==> src/rtl/fpe_pkg.sv <==
package fpe_pkg;

   // Escalation stage of the monitor
   typedef enum logic [1:0] {
      STG_WATCH = 2'd0,
      STG_FAIL  = 2'd1,
      STG_RESET = 2'd2
   } stage_e;

endpackage

==> src/rtl/fpe_pwm_watch.sv <==
// Phase-window checker and saturating error counter for PWM mode.
module fpe_pwm_watch #(
   parameter int PH_W  = 8,
   parameter int CNT_W = 4
) (
   input  logic             clk,
   input  logic             rst_n,
   input  logic             clr,
   input  logic             tick,
   input  logic             sig,
   input  logic [PH_W-1:0]  hi_min,
   input  logic [PH_W-1:0]  hi_max,
   input  logic [PH_W-1:0]  lo_min,
   input  logic [PH_W-1:0]  lo_max,
   input  logic [CNT_W-1:0] thr,
   output logic             viol,
   output logic             above
);
   localparam int              PCW  = PH_W + 1;
   localparam logic [PCW-1:0]  PMAX = '1;
   localparam logic [CNT_W-1:0] EMAX = '1;

   logic             sig_q;
   logic             armed;
   logic             tmo_seen;
   logic             hi_ok;
   logic [PCW-1:0]   ph_cnt;
   logic [CNT_W-1:0] ecnt;

   logic             edge_s;
   logic             judge;
   logic             in_win;
   logic             tmo;
   logic             good;
   logic [PCW-1:0]   cur_min;
   logic [PCW-1:0]   cur_max;

   assign edge_s  = sig ^ sig_q;
   assign cur_min = sig_q ? {1'b0, hi_min} : {1'b0, lo_min};
   assign cur_max = sig_q ? {1'b0, hi_max} : {1'b0, lo_max};
   assign in_win  = (ph_cnt >= cur_min) && (ph_cnt <= cur_max);
   assign judge   = edge_s && armed && !tmo_seen;
   assign tmo     = !edge_s && !tmo_seen && (ph_cnt > cur_max);
   assign viol    = (judge && !in_win) || tmo;
   assign good    = judge && in_win && !sig_q && hi_ok;
   assign above   = ecnt > thr;

   always_ff @(posedge clk or negedge rst_n) begin
      if (!rst_n) begin
         sig_q    <= 1'b0;
         armed    <= 1'b0;
         tmo_seen <= 1'b0;
         hi_ok    <= 1'b0;
         ph_cnt   <= '0;
         ecnt     <= '0;
      end else if (clr) begin
         sig_q    <= 1'b0;
         armed    <= 1'b0;
         tmo_seen <= 1'b0;
         hi_ok    <= 1'b0;
         ph_cnt   <= '0;
         ecnt     <= '0;
      end else begin
         sig_q <= sig;
         if (edge_s) begin
            armed    <= 1'b1;
            tmo_seen <= 1'b0;
            ph_cnt   <= tick ? PCW'(1) : '0;
            hi_ok    <= sig_q ? (judge && in_win) : 1'b0;
         end else begin
            if (tmo) begin
               tmo_seen <= 1'b1;
               hi_ok    <= 1'b0;
            end
            if (tick && (ph_cnt != PMAX))
               ph_cnt <= ph_cnt + PCW'(1);
         end
         if (viol && (ecnt != EMAX))
            ecnt <= ecnt + CNT_W'(1);
         else if (good && (ecnt != '0))
            ecnt <= ecnt - CNT_W'(1);
      end
   end

   // the counter stays at its ceiling under further violations
   p_ecnt_sat_r8: assert property (@(posedge clk) disable iff (!rst_n)
      (viol && !clr && (ecnt == EMAX)) |=> (ecnt == EMAX));

   // a good period never raises the counter
   p_ecnt_good_r8: assert property (@(posedge clk) disable iff (!rst_n)
      (good && !clr) |=> (ecnt <= $past(ecnt)));

   // an overlong phase is reported once
   p_tmo_once_r7: assert property (@(posedge clk) disable iff (!rst_n)
      (tmo && !clr) |=> !tmo);

endmodule

==> src/rtl/fpe_escalator.sv <==
// Shared delay counter that walks watch -> fail -> reset.
module fpe_escalator
   import fpe_pkg::*;
#(
   parameter int DLY_W = 8
) (
   input  logic             clk,
   input  logic             rst_n,
   input  logic             clr,
   input  logic             tick,
   input  logic             cond,
   input  logic             ack,
   input  logic [DLY_W-1:0] dly1,
   input  logic [DLY_W-1:0] dly2,
   output stage_e           stage,
   output logic             fail_pulse,
   output logic             rst_pulse
);
   localparam int             CW   = DLY_W + 1;
   localparam logic [CW-1:0]  CMAX = '1;

   logic [CW-1:0] cnt;
   logic [CW-1:0] cnt_inc;
   logic [CW-1:0] lim1;
   logic [CW-1:0] lim2;

   assign lim1    = {1'b0, dly1};
   assign lim2    = {1'b0, dly1} + {1'b0, dly2};
   assign cnt_inc = (tick && (cnt != CMAX)) ? cnt + CW'(1) : cnt;

   always_ff @(posedge clk or negedge rst_n) begin
      if (!rst_n) begin
         stage      <= STG_WATCH;
         cnt        <= '0;
         fail_pulse <= 1'b0;
         rst_pulse  <= 1'b0;
      end else if (clr) begin
         stage      <= STG_WATCH;
         cnt        <= '0;
         fail_pulse <= 1'b0;
         rst_pulse  <= 1'b0;
      end else begin
         fail_pulse <= 1'b0;
         rst_pulse  <= 1'b0;
         case (stage)
            STG_WATCH: begin
               if (!cond) begin
                  cnt <= '0;
               end else begin
                  cnt <= cnt_inc;
                  if (cnt > lim1) begin
                     stage      <= STG_FAIL;
                     fail_pulse <= 1'b1;
                  end
               end
            end
            STG_FAIL: begin
               if (!cond) begin
                  cnt   <= '0;
                  stage <= STG_WATCH;
               end else begin
                  cnt <= cnt_inc;
                  if (cnt > lim2) begin
                     stage     <= STG_RESET;
                     rst_pulse <= 1'b1;
                  end
               end
            end
            STG_RESET: begin
               if (ack) begin
                  cnt   <= '0;
                  stage <= STG_WATCH;
               end
            end
            default: stage <= STG_WATCH;
         endcase
      end
   end

   // a fail pulse follows an edge that saw the condition
   p_fail_cond_r3: assert property (@(posedge clk) disable iff (!rst_n)
      fail_pulse |-> $past(cond));

   // fail pulse lasts one cycle
   p_fail_single_r3: assert property (@(posedge clk) disable iff (!rst_n)
      fail_pulse |=> !fail_pulse);

   // the reset stage holds until acknowledged
   p_rst_hold_r5: assert property (@(posedge clk) disable iff (!rst_n)
      ((stage == STG_RESET) && !ack && !clr) |=> (stage == STG_RESET));

endmodule

==> src/rtl/fault_pin_escalator.sv <==
module fault_pin_escalator
   import fpe_pkg::*;
#(
   parameter int DLY_W  = 8,
   parameter int PH_W   = 8,
   parameter int CNT_W  = 4,
   parameter bit PWM_EN = 1'b1
) (
   input  logic             clk,
   input  logic             rst_n,
   input  logic             tick,
   input  logic             err_in,
   input  logic             cfg_enable,
   input  logic             cfg_pwm_mode,
   input  logic             cfg_drv_cut,
   input  logic [DLY_W-1:0] cfg_delay1,
   input  logic [DLY_W-1:0] cfg_delay2,
   input  logic [PH_W-1:0]  cfg_hi_min,
   input  logic [PH_W-1:0]  cfg_hi_max,
   input  logic [PH_W-1:0]  cfg_lo_min,
   input  logic [PH_W-1:0]  cfg_lo_max,
   input  logic [CNT_W-1:0] cfg_fail_thr,
   input  logic             reset_done,
   output logic             pin_evt,
   output logic             fail_evt,
   output logic             rst_evt,
   output logic             drv_en,
   output logic             rst_req
);
   // Elaboration-time parameter checks
   if (DLY_W < 1 || DLY_W > 16) begin : g_bad_dly
      $error("fault_pin_escalator: DLY_W must be 1..16");
   end
   if (PH_W < 2 || PH_W > 16) begin : g_bad_ph
      $error("fault_pin_escalator: PH_W must be 2..16");
   end
   if (CNT_W < 1 || CNT_W > 8) begin : g_bad_cnt
      $error("fault_pin_escalator: CNT_W must be 1..8");
   end

   stage_e stage;
   logic   restart;
   logic   pwm_viol;
   logic   pwm_above;
   logic   lvl_fault;
   logic   fault_q;
   logic   esc_cond;

   assign restart   = (stage == STG_RESET) && reset_done;
   assign lvl_fault = !cfg_pwm_mode && !err_in;

   if (PWM_EN) begin : g_pwm
      logic pwm_clr;
      assign pwm_clr = !cfg_enable || !cfg_pwm_mode || restart;
      fpe_pwm_watch #(
         .PH_W  (PH_W),
         .CNT_W (CNT_W)
      ) pwm_i (
         .clk    (clk),
         .rst_n  (rst_n),
         .clr    (pwm_clr),
         .tick   (tick),
         .sig    (err_in),
         .hi_min (cfg_hi_min),
         .hi_max (cfg_hi_max),
         .lo_min (cfg_lo_min),
         .lo_max (cfg_lo_max),
         .thr    (cfg_fail_thr),
         .viol   (pwm_viol),
         .above  (pwm_above)
      );
   end else begin : g_no_pwm
      assign pwm_viol  = 1'b0;
      assign pwm_above = 1'b0;
   end

   assign esc_cond = cfg_pwm_mode ? pwm_above : lvl_fault;

   fpe_escalator #(
      .DLY_W (DLY_W)
   ) esc_i (
      .clk        (clk),
      .rst_n      (rst_n),
      .clr        (!cfg_enable),
      .tick       (tick),
      .cond       (esc_cond),
      .ack        (reset_done),
      .dly1       (cfg_delay1),
      .dly2       (cfg_delay2),
      .stage      (stage),
      .fail_pulse (fail_evt),
      .rst_pulse  (rst_evt)
   );

   // Pin-fault event: level episode start, or each PWM violation
   always_ff @(posedge clk or negedge rst_n) begin
      if (!rst_n) begin
         fault_q <= 1'b0;
         pin_evt <= 1'b0;
      end else if (!cfg_enable || restart) begin
         fault_q <= 1'b0;
         pin_evt <= 1'b0;
      end else begin
         fault_q <= lvl_fault;
         pin_evt <= cfg_pwm_mode ? pwm_viol : (lvl_fault && !fault_q);
      end
   end

   assign drv_en  = !(cfg_drv_cut && (stage != STG_WATCH));
   assign rst_req = (stage == STG_RESET);

   // fail with cut enabled drops the enable drive
   p_cut_r4: assert property (@(posedge clk) disable iff (!rst_n)
      (fail_evt && cfg_drv_cut) |-> !drv_en);

   // a disabled monitor is silent one edge later
   p_quiet_r9: assert property (@(posedge clk) disable iff (!rst_n)
      !cfg_enable |=> (!pin_evt && !fail_evt && !rst_evt && !rst_req && drv_en));

   // level-mode pin event lasts one cycle
   p_pin_single_r2: assert property (@(posedge clk) disable iff (!rst_n)
      (pin_evt && !cfg_pwm_mode) |=> !pin_evt);

   // a reset event comes with a raised request
   p_rst_req_r5: assert property (@(posedge clk) disable iff (!rst_n)
      rst_evt |-> rst_req);

endmodule

==> config.mk <==
export PLATFORM = sky130hd
export DESIGN_NAME = fault_pin_escalator
export DESIGN_NICKNAME = d
export VERILOG_FILES = /design/src/rtl/fpe_pkg.sv /design/src/rtl/fpe_pwm_watch.sv /design/src/rtl/fpe_escalator.sv /design/src/rtl/fault_pin_escalator.sv
export SDC_FILE = /design/constraint.sdc
export NUM_CORES = 1
export LEC_CHECK = 0
export BUFFER_PORTS_ARGS = -buffer_cell sky130_fd_sc_hd__buf_2
export CAP_MARGIN = 15
export CORE_MARGIN = 10
export CORE_UTILIZATION = 51
export CTS_CLUSTER_DIAMETER = 100
export CTS_CLUSTER_SIZE = 25
export DETAILED_ROUTE_END_ITERATION = 10
export PLACE_DENSITY_LB_ADDON = 0.08
export SLEW_MARGIN = 40
export SYNTH_ARGS = -nofsm -noshare
export SYNTH_HDL_FRONTEND = slang
export SYNTH_SLANG_ARGS = --single-unit
export TNS_END_PERCENT = 20
==> constraint.sdc <==
create_clock -name clk -period 5.3 [get_ports clk]
set_input_delay 1.06 -clock clk [delete_from_list [all_inputs] [get_ports clk]]
set_output_delay 1.06 -clock clk [all_outputs]
set_load 0.05 [all_outputs]
==> results of run 1 <==
worst max-delay path, stage by stage:
cell,delay (ns)
buf_2,0.10
mux2i_1,0.14
ha_1,0.29
and4b_4,0.23
a2111oi_2,0.37
a211oi_2,0.14
o21ai_2,0.41
ha_1,0.31
a21o_1,0.18
a21oi_1,0.29
nor2_1,0.07
and3_1,0.18
or3_1,0.35
registers in the layout, summed over array words and instances, names as in the netlist:
name                  cells
esc_i.cnt                 9
g_pwm.pwm_i.ph_cnt        9
g_pwm.pwm_i.ecnt          4
esc_i.stage               2
esc_i.fail_pulse          1
esc_i.rst_pulse           1
fault_q                   1
g_pwm.pwm_i.armed         1
g_pwm.pwm_i.hi_ok         1
g_pwm.pwm_i.sig_q         1
g_pwm.pwm_i.tmo_seen      1
pin_evt                   1
routing by layer:
| layer | GRT usage | up-vias | part of all wire |
|---|---|---|---|
| met3 | 0.0312 | 10 | 0.042 |
| met5 | 0 | - | 0 |
| li1 | - | 1370 | - |
| met2 | 0.253 | 57 | 0.49 |
| met1 | 0.170 | 1216 | 0.45 |
| met4 | 0.0575 | 0 | 0.019 |
worst paths after layout:
check / to / slack (ns) / startpoint
worst max-delay path: g_pwm.pwm_i.ecnt[3] / 1.36 / cfg_hi_max[7]
worst min-delay path: pin_evt / 0.45 / fault_q
worst max register to register: g_pwm.pwm_i.ecnt[3] / 1.40 / g_pwm.pwm_i.sig_q
worst min register to register: pin_evt / 0.45 / fault_q
max in group asynchronous: g_pwm.pwm_i.sig_q / 3.98 / rst_n
min in group asynchronous: g_pwm.pwm_i.ph_cnt[7] / 0.82 / rst_n
area by class of cell:
| type | instances | area (µm²) |
|---|---|---|
| Multi-Input combinational cell | 274 | 2090 |
| Inverter | 26 | 97.6 |
| Tap cell | 72 | 90.1 |
| Clock buffer | 6 | 72.6 |
| Timing Repair Buffer | 64 | 320 |
| Clock inverter | 2 | 35.0 |
| Sequential cell | 32 | 802 |
| Fill cell | 544 | 2100 |
synth_stat cells, types with 6 or more instances:
| cell type | number |
|---|---|
| nand4_1 | 8 |
| ha_1 | 51 |
| nor2b_1 | 7 |
| mux2i_1 | 17 |
| nand3_1 | 14 |
| nor3_1 | 7 |
| xnor2_1 | 6 |
| a21o_1 | 7 |
| a21oi_1 | 18 |
| nor2_1 | 33 |
| and3_1 | 6 |
| o21ai_0 | 13 |
| xor2_1 | 9 |
| nand2_1 | 21 |
| inv_1 | 26 |
| dfrtp_1 | 32 |
where the power goes:
| part | switching (mW) | internal [mW] |
|---|---|---|
| logic | 0.0797 | 0.0706 |
| clock network | 0.0967 | 0.140 |
| registers | 0.00640 | 0.248 |
| total | 0.183 | 0.458 |
kinds of logic (layout without fill, tap and decap cells):
kind of cell	Yosys count	after routing
buffers and inverters	33	98
xor gates and xnor gates	15	15
muxes	19	19
and+or+nand+nor	113	113
DFF	32	32
AOI/OAI and AO/OA	74	74
adders and majority gates	53	53
stage by stage:
step           instances  hold WS [ns]
6_report             476         0.446
5_1_grt              476         0.455
4_1_cts              476         0.450
3_5_place_dp         468         0.441
3_3_place_gp         468         0.432
2_1_floorplan        339         0.404
==> summary.md, run 1 <==
| Metric | Value |
|---|---|
| FP Rows | `27` |
| Drt pass-1 iters | `4` |
| Vias | `2653` |
| Clk_lat worst skew | `about 0.29 ns` |
| Register-to-Register Path Depth | `12` |
| Worst Path Max Fanout | `11` |
| Max Fclk | `roughly 250 MHz` |
| Global-route wire length before repair | `12.0 mm` |
| Hold buffers post-CTS | `0` |
| RSZ-0062 raised after global routing | `no` |
| Post-CTS sizing | `0` |
| Post-Synthesis Cells | `about 340` |
| Post-synth EDFFs | `0` |
| P&R area growth vs syn | `16.3%` |
| Critical Path Start Type | `input pin` |
| Post-DP Area | `about 3400 µm²` |
| Final setup viols | `0` |
| Clock Path Buffers | `2` |
| Skew final | `about 0.012 ns` |
| Slew headroom | `0.524` |
| Worst-margin pin slew | `0.714 ns` |
| Final net count | `around 520` |
| Maximum vdd drop | `around 0.00011 V` |
| Post-DP HPWL | `approximately 5.7 mm` |
| Critical path start-end classification | `input pin to flip-flop` |
| MaxCap Viol Count | `0` |
| Gpl congestion | `between 0.8 and 0.9` |
| Synthesized area | `around 3000 µm²` |
| Vias in the first global route | `between 2k and 3k` |
| Post-Synth Simple-Gate Area | `0.189` |
| DRT Wirelength | `6.84 mm` |
| Detail Route Antenna Nets | `0` |
| Post-Synth Adder-Cell Area | `0.225` |
| Antenna violations before repair | `0` |
| CTS buffer count | `5` |
| Postcts setup bufs | `0` |
| Clk sink count | `32` |
| Total gr overflow | `0` |
| Mux share of post-synthesis cell area | `0.0640` |
| DR WL/cell | `14.4 µm` |
| CP required | `approximately 5.5 ns` |
| Via/cell ratio | `5.57` |
| Setup TNS | `0 ns` |
| Setup crit end kind | `flip-flop` |
| Top FF cell, synth | `dfrtp_1` |
| Syn Area/Cell | `about 8.9 µm²` |
| H-Tree Level Count | `2` |
| Starting density of the core | `0.537` |
| Clk root buf | `clkbuf_8` |
| Share of layout cells above drive strength 1 | `0.200` |
| Total GRT Usage | `0.146` |
| Die footprint | `9380 µm²` |
| Largest net degree at the start of global routing | `33` |
| Syn nets | `approximately 450` |
| Finished Core Util | `0.625` |
| IO buf count | `64` |
| Core area | `around 5600 µm²` |
| Yosys reg bits | `32` |
| Commonest non-fill, non-tap cell in the layout | `buf_2` |
| I/O Pins | `65` |
| Fin. Hold Viols | `0` |
| Clock transition at path regs | `0.08 ns` |
| CTS tree | `built` |
| Most frequent cells in the layout | `64 x buf_2, 51 x ha_1, 33 x nor2_1` |
| Syn. warnings | `0` |
| Worst Path Arrival | `4.11 ns` |
| Largest family of logic cells by synthesized area | `adder cells` |
| Total design power | `641 µW` |
| Lkg Pwr | `1.79 nW` |
| Synth top area share | `0.266` |
| Netlist cell types | `51` |
| Die Span Y | `96.9 µm` |
| Slew Limit Fails | `0` |
| Async set or reset register ratio after synthesis | `1.00` |
| Post-synthesis compound-gate area fraction | `0.171` |
| Worst Hold Path Cells | `1` |
| Hold Path Class | `flip-flop to flip-flop` |
| Post-placement setup slack | `approximately 1.1 ns` |
| Setup WS post-layout | `1.36 ns` |
| Xor and xnor fraction of the mapped netlist area | `0.0436` |
| Synth area leaders | `dfrtp_1 27%, ha_1 21%, mux2i_1 5.6%` |
| Status | `complete, no violations` |
| Design Area, Final | `3500 µm²` |
| Min Tclk post-route | `between 3 and 4 ns` |
| Crit share post-route | `0.743` |
| Area leader, netlist | `dfrtp_1` |
| Initial DRC Count | `slightly below 50` |
| Die width | `approximately 97 µm` |
| N_diodes | `0` |
| Sequential fraction of the synthesis area | `0.266` |
| Total power divided by cell area | `between 150 and 200 nW/µm²` |
| Drt drc | `0` |
No activity file was read; power rests on OpenSTA's default activity.
==> run 2: changes to the inputs <==
--- a/config.mk
+++ b/config.mk
@@ -8,7 +8,7 @@
 export BUFFER_PORTS_ARGS = -buffer_cell sky130_fd_sc_hd__buf_2
 export CAP_MARGIN = 15
 export CORE_MARGIN = 10
-export CORE_UTILIZATION = 51
+export CORE_UTILIZATION = 50
 export CTS_CLUSTER_DIAMETER = 100
 export CTS_CLUSTER_SIZE = 25
 export DETAILED_ROUTE_END_ITERATION = 10
==> constraint.sdc (replaced) <==
create_clock -name clk -period 3.5 [get_ports clk]
set_input_delay 0.7 -clock clk [delete_from_list [all_inputs] [get_ports clk]]
set_output_delay 0.7 -clock clk [all_outputs]
set_load 0.05 [all_outputs]
==> run 2 against run 1 <==
- first-iteration DRC count increased by 78%
- highest routed layer unchanged
- largest power group unchanged
- total power increased by 47%
- clock skew decreased by 0.0040 ns
==> summary.md, run 2 (same netlist as run 1, synthesis figures left out) <==
| Metric | Value |
|---|---|
| P&R area growth vs syn | `19.2% (was 16.3%)` |
| Drt pass-1 iters | `4 (unchanged)` |
| CP required | `3.72 ns (was 5.47 ns)` |
| Slew Limit Fails | `0 (unchanged)` |
| Most used routing layer | `met2 (unchanged)` |
| Die width | `97.6 µm (was 96.9 µm)` |
| Drt drc | `0 (unchanged)` |
| Total gr overflow | `0 (unchanged)` |
| DRT Wirelength | `7.25 mm (was 6.84 mm)` |
| Hold Path Class | `flip-flop to flip-flop (unchanged)` |
| Met2 Usage GRT | `0.270 (was 0.253)` |
| Vias | `2766 (was 2653)` |
| Critical path start-end classification | `input pin to flip-flop (unchanged)` |
| FP Rows | `28 (was 27)` |
| Layout filler cell count | `534 (was 544)` |
| H-Tree Level Count | `2 (unchanged)` |
| Die footprint | `9530 µm² (was 9380 µm²)` |
| Met1 usage | `0.166 (was 0.170)` |
| DR WL/cell | `14.8 µm (was 14.4 µm)` |
| Post-DP HPWL | `6.08 mm (was 5.68 mm)` |
| Hold buffers post-CTS | `0 (unchanged)` |
| Setup WS post-layout | `0.211 ns (was 1.36 ns)` |
| Max Fclk | `a little over 300 MHz` |
| Antenna violations before repair | `0 (unchanged)` |
| Clock Path Buffers | `2 (unchanged)` |
| Maximum vdd drop | `0.000164 V (was 0.000115 V)` |
| Commonest non-fill, non-tap cell in the layout | `buf_2 (unchanged)` |
| Crit share post-route | `0.940` |
| Status | `complete, no violations (unchanged)` |
| Slew headroom | `0.523 (was 0.524)` |
| Clk root buf | `clkbuf_8 (unchanged)` |
| Min Tclk post-route | `between 3 and 4 ns` |
| Cell chain of the critical path | `buf_2 > ha_1 > fa_1 > a21o_1 > a21oi_1 > o21bai_1 > a21oi_1 > xor2_1 > ha_1 > a211o_1 > o221ai_1 > a21oi_1 > o31ai_1 > buf_4 > o211a_1 (was buf_2 > mux2i_1 > ha_1 > and4b_4 > a2111oi_2 > a211oi_2 > o21ai_2 > ha_1 > a21o_1 > a21oi_1 > nor2_1 > and3_1 > or3_1)` |
| Worst Path Arrival | `3.51 ns (was 4.11 ns)` |
| Regs by FF count | `esc_i.cnt: 9 flops, g_pwm.pwm_i.ph_cnt: 9 flops, g_pwm.pwm_i.ecnt: 4 flops (unchanged)` |
| Worst Path Max Fanout | `3 (was 11)` |
| Total GRT Usage | `0.149 (was 0.146)` |
| Global-route wire length before repair | `12.3 mm (was 12.0 mm)` |
| Share of layout cells above drive strength 1 | `0.223 (was 0.200)` |
| Critical Path Start Type | `input pin (unchanged)` |
| CTS buffer count | `5 (unchanged)` |
| Starting density of the core | `0.512 (was 0.537)` |
| Final setup viols | `0 (unchanged)` |
| Clk sink count | `32 (unchanged)` |
| Skew final | `0.00838 ns (was 0.0124 ns)` |
| Gpl congestion | `0.863 (was 0.872)` |
| Total power divided by cell area | `262 nW/µm² (was 183 nW/µm²)` |
| Post-placement setup slack | `-0.0952 ns (was 1.05 ns)` |
| Initial DRC Count | `87 (was 49)` |
| Clk_lat worst skew | `0.28 ns (was 0.29 ns)` |
| Vias in the first global route | `2845 (was 2692)` |
| N_diodes | `0 (unchanged)` |
| IO buf count | `64 (unchanged)` |
| MaxCap Viol Count | `0 (unchanged)` |
| CTS tree | `built (unchanged)` |
| Final net count | `526 (was 516)` |
| CP Buf/Inv Count | `2 (was 1)` |
| Lkg Pwr | `1.84 nW (was 1.79 nW)` |
| Core area | `5890 µm² (was 5610 µm²)` |
| I/O Pins | `65 (unchanged)` |
| Die Span Y | `97.6 µm (was 96.9 µm)` |
| Slowest cell on the critical path | `fa_1 (was o21ai_2)` |
| Most frequent cells in the layout | `64 x buf_2, 51 x ha_1, 33 x nor2_1 (unchanged)` |
| Clock transition at path regs | `0.07 ns (was 0.08 ns)` |
| Fin. Hold Viols | `0 (unchanged)` |
| Largest net degree at the start of global routing | `33 (unchanged)` |
| Worst-margin pin slew | `0.716 ns (was 0.714 ns)` |
| Detail Route Antenna Nets | `0 (unchanged)` |
| RSZ-0062 raised after global routing | `no (unchanged)` |
| Met3 Resource Use GR | `0.0256 (was 0.0312)` |
| Delay of the slowest critical-path stage | `0.39 ns (was 0.41 ns)` |
| Crit path max-delay family | `compound AO/OA/AOI/OAI gates (unchanged)` |
| CP dominant cell by count | `a21oi_1 (was ha_1)` |
| Finished Core Util | `0.610 (was 0.625)` |
| Setup crit end kind | `flip-flop (unchanged)` |
| Via/cell ratio | `5.67 (was 5.57)` |
run 2: metrics by stage:
step / hold WS [ns] / instance area [µm²] / power, mW / setup TNS, ns / std cells
2_1_floorplan: 0.404 / 3030 / 0.546 / 0 / 339
3_3_place_gp: 0.439 / 3490 / 0.631 / -0.0674 / 481
3_5_place_dp: 0.430 / 3490 / 0.640 / -0.219 / 481
4_1_cts: 0.439 / 3590 / 0.950 / 0 / 488
5_1_grt: 0.482 / 3590 / 0.995 / 0 / 488
6_report: 0.442 / 3590 / 0.942 / 0 / 488
run 2: worst register-to-register path: cells and delay by family, from the launching register on:
family,cells,cell delay (ns)
and+or+nand+nor,3,0.59
buffers and inverters,2,0.37
muxes,1,0.22
DFF,1,0.37
AOI/OAI and AO/OA,5,1.06
adders and majority gates,2,0.53
run 2: layout make-up:
class | count | area (µm²) | share of cell area
inverter | 26 | 97.6 | 0.0272
clock buffer | 7 | 96.3 | 0.0268
sequential | 32 | 801 | 0.223
multi-input combinational | 274 | 2100 | 0.583
timing repair buffer | 74 | 408 | 0.114
tap | 75 | 93.8 | 0.0261
run 2: path summary, 6_finish.rpt:
check	from	end	slack, ns	cells past startpoint
min in group asynchronous	rst_n	g_pwm.pwm_i.ecnt[2]	0.46	1
min reg2reg	fault_q	pin_evt	0.44	1
min	fault_q	pin_evt	0.44	1
max in group asynchronous	rst_n	esc_i.stage[0]	2.57	1
max	cfg_delay1[0]	esc_i.stage[0]	0.21	15
max reg2reg	g_pwm.pwm_i.sig_q	g_pwm.pwm_i.ecnt[3]	0.25	13
run 2: power by group:
| group | switching [mW] | internal [mW] | total, mW | leakage (nW) |
|---|---|---|---|---|
| clock network | 0.136 | 0.175 | 0.311 | 0.0503 |
| logic | 0.130 | 0.120 | 0.250 | 1.35 |
| registers | 0.00594 | 0.376 | 0.382 | 0.443 |
| total | 0.272 | 0.670 | 0.942 | 1.84 |
run 2: per-layer routing:
| layer | part of all wire | vias up |
|---|---|---|
| li1 | - | 1391 |
| met3 | 0.039 | 13 |
| met2 | 0.49 | 63 |
| met4 | 0.024 | 0 |
| met5 | 0 | - |
| met1 | 0.44 | 1299 |
run 2: what timing repair did:
item | 4_1_cts | 5_1_grt
resized for setup | 0 | 1
buffers inserted | 0 | 0
hold endpoints to repair | 0 | 0
endpoints found under the setup margin | 0 | 1
==> run 3: changes to the inputs <==
--- a/config.mk
+++ b/config.mk
@@ -8,10 +8,11 @@
 export BUFFER_PORTS_ARGS = -buffer_cell sky130_fd_sc_hd__buf_2
 export CAP_MARGIN = 15
 export CORE_MARGIN = 10
-export CORE_UTILIZATION = 50
+export CORE_UTILIZATION = 42
 export CTS_CLUSTER_DIAMETER = 100
 export CTS_CLUSTER_SIZE = 25
 export DETAILED_ROUTE_END_ITERATION = 10
+export GPL_TIMING_DRIVEN = 0
 export PLACE_DENSITY_LB_ADDON = 0.08
 export SLEW_MARGIN = 40
 export SYNTH_ARGS = -nofsm -noshare
==> run 3 against run 2 <==
- total power rose by 10%
- clock power rose by 25%
- setup slack got worse by 0.071 ns
- sequential share of layout area fell by 1.2 points
- critical endpoint is now g_pwm.pwm_i.ecnt[3]
- largest cell class unchanged
- highest routed layer unchanged
==> summary.md, run 3 (same netlist as run 1, synthesis figures left out) <==
| Metric | Value |
|---|---|
| Register-to-Register Path Depth | `14 (was 13)` |
| Slew Limit Fails | `0 (unchanged)` |
| Design Area, Final | `3800 µm² (was 3590 µm²)` |
| Hold Path Class | `input pin to async pin (was flip-flop to flip-flop)` |
| Global-route wire length before repair | `12.6 mm (was 12.3 mm)` |
| Vias in the first global route | `2802 (was 2845)` |
| Sw Pwr | `282 µW (was 272 µW)` |
| Die Span Y | `105 µm (was 97.6 µm)` |
| RSZ-0062 raised after global routing | `yes (was no)` |
| H-Tree Level Count | `2 (unchanged)` |
| Reg-to-reg endpoint | `g_pwm.pwm_i.ecnt[3] (unchanged)` |
| Starting density of the core | `0.439 (was 0.512)` |
| Maximum vdd drop | `0.000117 V (was 0.000164 V)` |
| Via/cell ratio | `5.23 (was 5.67)` |
| Die footprint | `11000 µm² (was 9530 µm²)` |
| Int Power | `754 µW (was 670 µW)` |
| Slew headroom | `0.534 (was 0.523)` |
| Critical Path Start Type | `flip-flop (was input pin)` |
| Critical path start-end classification | `flip-flop to flip-flop (was input pin to flip-flop)` |
| CTS buffer count | `5 (unchanged)` |
| Antenna violations before repair | `0 (unchanged)` |
| Gpl congestion | `0.894 (was 0.863)` |
| Final net count | `534 (was 526)` |
| Largest net degree at the start of global routing | `33 (unchanged)` |
| Crit share post-route | `0.960 (was 0.940)` |
| Post-DP Area | `3460 µm² (was 3490 µm²)` |
| Commonest non-fill, non-tap cell in the layout | `buf_2 (unchanged)` |
| Detail Route Antenna Nets | `0 (unchanged)` |
| Max Fclk | `298 MHz (was 304 MHz)` |
| Core area | `6870 µm² (was 5890 µm²)` |
| Clock Power Share | `0.376 (was 0.330)` |
| Final setup viols | `0 (unchanged)` |
| Clk sink count | `32 (unchanged)` |
| Total GRT Usage | `0.134 (was 0.149)` |
| DRT Wirelength | `7.46 mm (was 7.25 mm)` |
| CP Buf/Inv Count | `2 (unchanged)` |
| Worst Path Max Fanout | `10 (was 3)` |
| DR WL/cell | `14.4 µm (was 14.8 µm)` |
| Status | `complete, no violations (unchanged)` |
| Finished Core Util | `0.553 (was 0.610)` |
| Drt drc | `0 (unchanged)` |
| Sw frac | `0.272 (was 0.289)` |
| Lkg Pwr | `1.89 nW (was 1.84 nW)` |
| Setup TNS | `0 ns (unchanged)` |
| I/O Pins | `65 (unchanged)` |
| Slowest cell on the critical path | `dfrtp_1 (was fa_1)` |
| Initial DRC Count | `38 (was 87)` |
| Skew final | `0.00702 ns (was 0.00838 ns)` |
| Clock transition at path regs | `0.07 ns (about the same)` |
| Fin. Hold Viols | `0 (unchanged)` |
| Regs by FF count | `esc_i.cnt: 9 flops, g_pwm.pwm_i.ph_cnt: 9 flops, g_pwm.pwm_i.ecnt: 4 flops (unchanged)` |
| Met3 WL post-DR | `183 µm (was 279 µm)` |
| Routed length on met2 | `3.69 mm (was 3.58 mm)` |
| Most frequent cells in the layout | `63 x buf_2, 50 x ha_1, 33 x nor2_1 (was 64 x buf_2, 51 x ha_1, 33 x nor2_1)` |
| Clk root buf | `clkbuf_8 (unchanged)` |
| Crit path max-delay family | `simple AND/OR/NAND/NOR gates (was compound AO/OA/AOI/OAI gates)` |
| Register share of total power | `0.369 (was 0.405)` |
| Top sig layer | `met4 (unchanged)` |
| IO buf count | `63 (was 64)` |
| Worst R2R Setup Slack | `0.14 ns (was 0.25 ns)` |
| Min Tclk post-route | `3.36 ns (was 3.29 ns)` |
| Post-DP HPWL | `5.97 mm (was 6.08 mm)` |
| Setup crit end kind | `flip-flop (unchanged)` |
| Share of layout cells above drive strength 1 | `0.258 (was 0.223)` |
| N_diodes | `0 (unchanged)` |
| CP required | `3.66 ns (was 3.72 ns)` |
| FP Rows | `30 (was 28)` |
| Combinational fraction of design power | `0.255 (was 0.265)` |
| Clock Path Buffers | `2 (unchanged)` |
| Layout filler cell count | `656 (was 534)` |
| Met1 wire length | `3.43 mm (was 3.21 mm)` |
| Cell chain of the critical path | `buf_6 > buf_12 > mux2i_1 > ha_1 > and4b_4 > and3_1 > a211oi_4 > o21ai_4 > ha_1 > a21o_1 > a21oi_2 > nor2_1 > and3_1 > or3_1 (was buf_2 > ha_1 > fa_1 > a21o_1 > a21oi_1 > o21bai_1 > a21oi_1 > xor2_1 > ha_1 > a211o_1 > o221ai_1 > a21oi_1 > o31ai_1 > buf_4 > o211a_1)` |
| CTS tree | `built (unchanged)` |
| Clk_lat worst skew | `0.28 ns (about the same)` |
| Vias | `2711 (was 2766)` |
| P&R area growth vs syn | `26.0% (was 19.2%)` |
| Die width | `105 µm (was 97.6 µm)` |
| Worst Path Arrival | `3.52 ns (was 3.51 ns)` |
| Worst r2r src | `g_pwm.pwm_i.sig_q (unchanged)` |
| Total gr overflow | `0 (unchanged)` |
| Drt pass-1 iters | `4 (unchanged)` |
| Delay of the slowest critical-path stage | `0.40 ns (was 0.39 ns)` |
| Total power divided by cell area | `273 nW/µm² (was 262 nW/µm²)` |
| MaxCap Viol Count | `0 (unchanged)` |
| Worst-margin pin slew | `0.696 ns (was 0.716 ns)` |
| Total design power | `1.04 mW (was 942 µW)` |
| Crit. path cell count | `14 (was 15)` |
[run 3: changes by cell type in the layout (fill, tap and decap cells not counted), sizes merged]
cell    before  now
buf         74   78
bufinv       0    1
clkbuf       7   11
[run 3: power by group through the flow]
stage	Sequential, mW	Clock (mW)	Combinational (mW)
after floorplan	0.390	0	0.156
after global placement	0.389	0	0.234
final	0.382	0.390	0.264
after detailed placement	0.389	0	0.240
after CTS	0.382	0.400	0.253
after global routing	0.383	0.415	0.301
[run 3: worst max-delay path by stage]
| stage | slack (ns) | to | startpoint |
|---|---|---|---|
| floorplan | 0.02 | g_pwm.pwm_i.ecnt[3] | g_pwm.pwm_i.sig_q |
| global placement | -0.41 | esc_i.stage[1] | cfg_delay1[0] |
| detailed placement | -0.38 | esc_i.stage[0] | cfg_delay1[0] |
| CTS | 0.005 | g_pwm.pwm_i.ecnt[3] | g_pwm.pwm_i.sig_q |
| global route | -0.04 | g_pwm.pwm_i.ecnt[3] | g_pwm.pwm_i.sig_q |
| finish | 0.14 | g_pwm.pwm_i.ecnt[3] | g_pwm.pwm_i.sig_q |
[run 3: worst register-to-register path, cell delays in order, from the launching register on]
cell and delay, ns:
dfrtp_1 0.40, buf_6 0.17, buf_12 0.15, mux2i_1 0.20, ha_1 0.26, and4b_4 0.21, and3_1 0.21, a211oi_4 0.32
o21ai_4 0.11, ha_1 0.28, a21o_1 0.18, a21oi_2 0.17, nor2_1 0.05, and3_1 0.18, or3_1 0.36
[run 3: metal layers]
metal	vias up	global-route usage
met5	-	0
met4	0	0.0500
met3	11	0.0221
met2	54	0.237
met1	1239	0.158
li1	1407	-
[run 3: cell type report]
class / instances / area (µm²) / area share
inverter: 26 / 97.6 / 0.0257
clock inverter: 1 / 30.0 / 0.00791
buffer: 7 / 51.3 / 0.0135
tap: 96 / 120 / 0.0316
timing repair buffer: 75 / 408 / 0.107
clock buffer: 7 / 96.3 / 0.0254
multi-input combinational: 274 / 2190 / 0.577
sequential: 32 / 801 / 0.211
[run 3: metrics by stage]
step / std cells / worst slack (ns) / hold slack (ns)
after detailed placement: 498 / -0.384 / 0.437
final: 518 / 0.140 / 0.357
after global routing: 518 / -0.0445 / 0.380
after CTS: 512 / 0.00461 / 0.447
after floorplan: 339 / 0.0244 / 0.404
after global placement: 498 / -0.408 / 0.437
[run 3: repair_timing]
item                                    CTS  global route
endpoints found under the hold margin     0             0
hold buffers                              0             0
buffers inserted                          6             6
pin swaps                                 2            13
gates resized for setup                   8            13
endpoints found under the setup margin    4             5
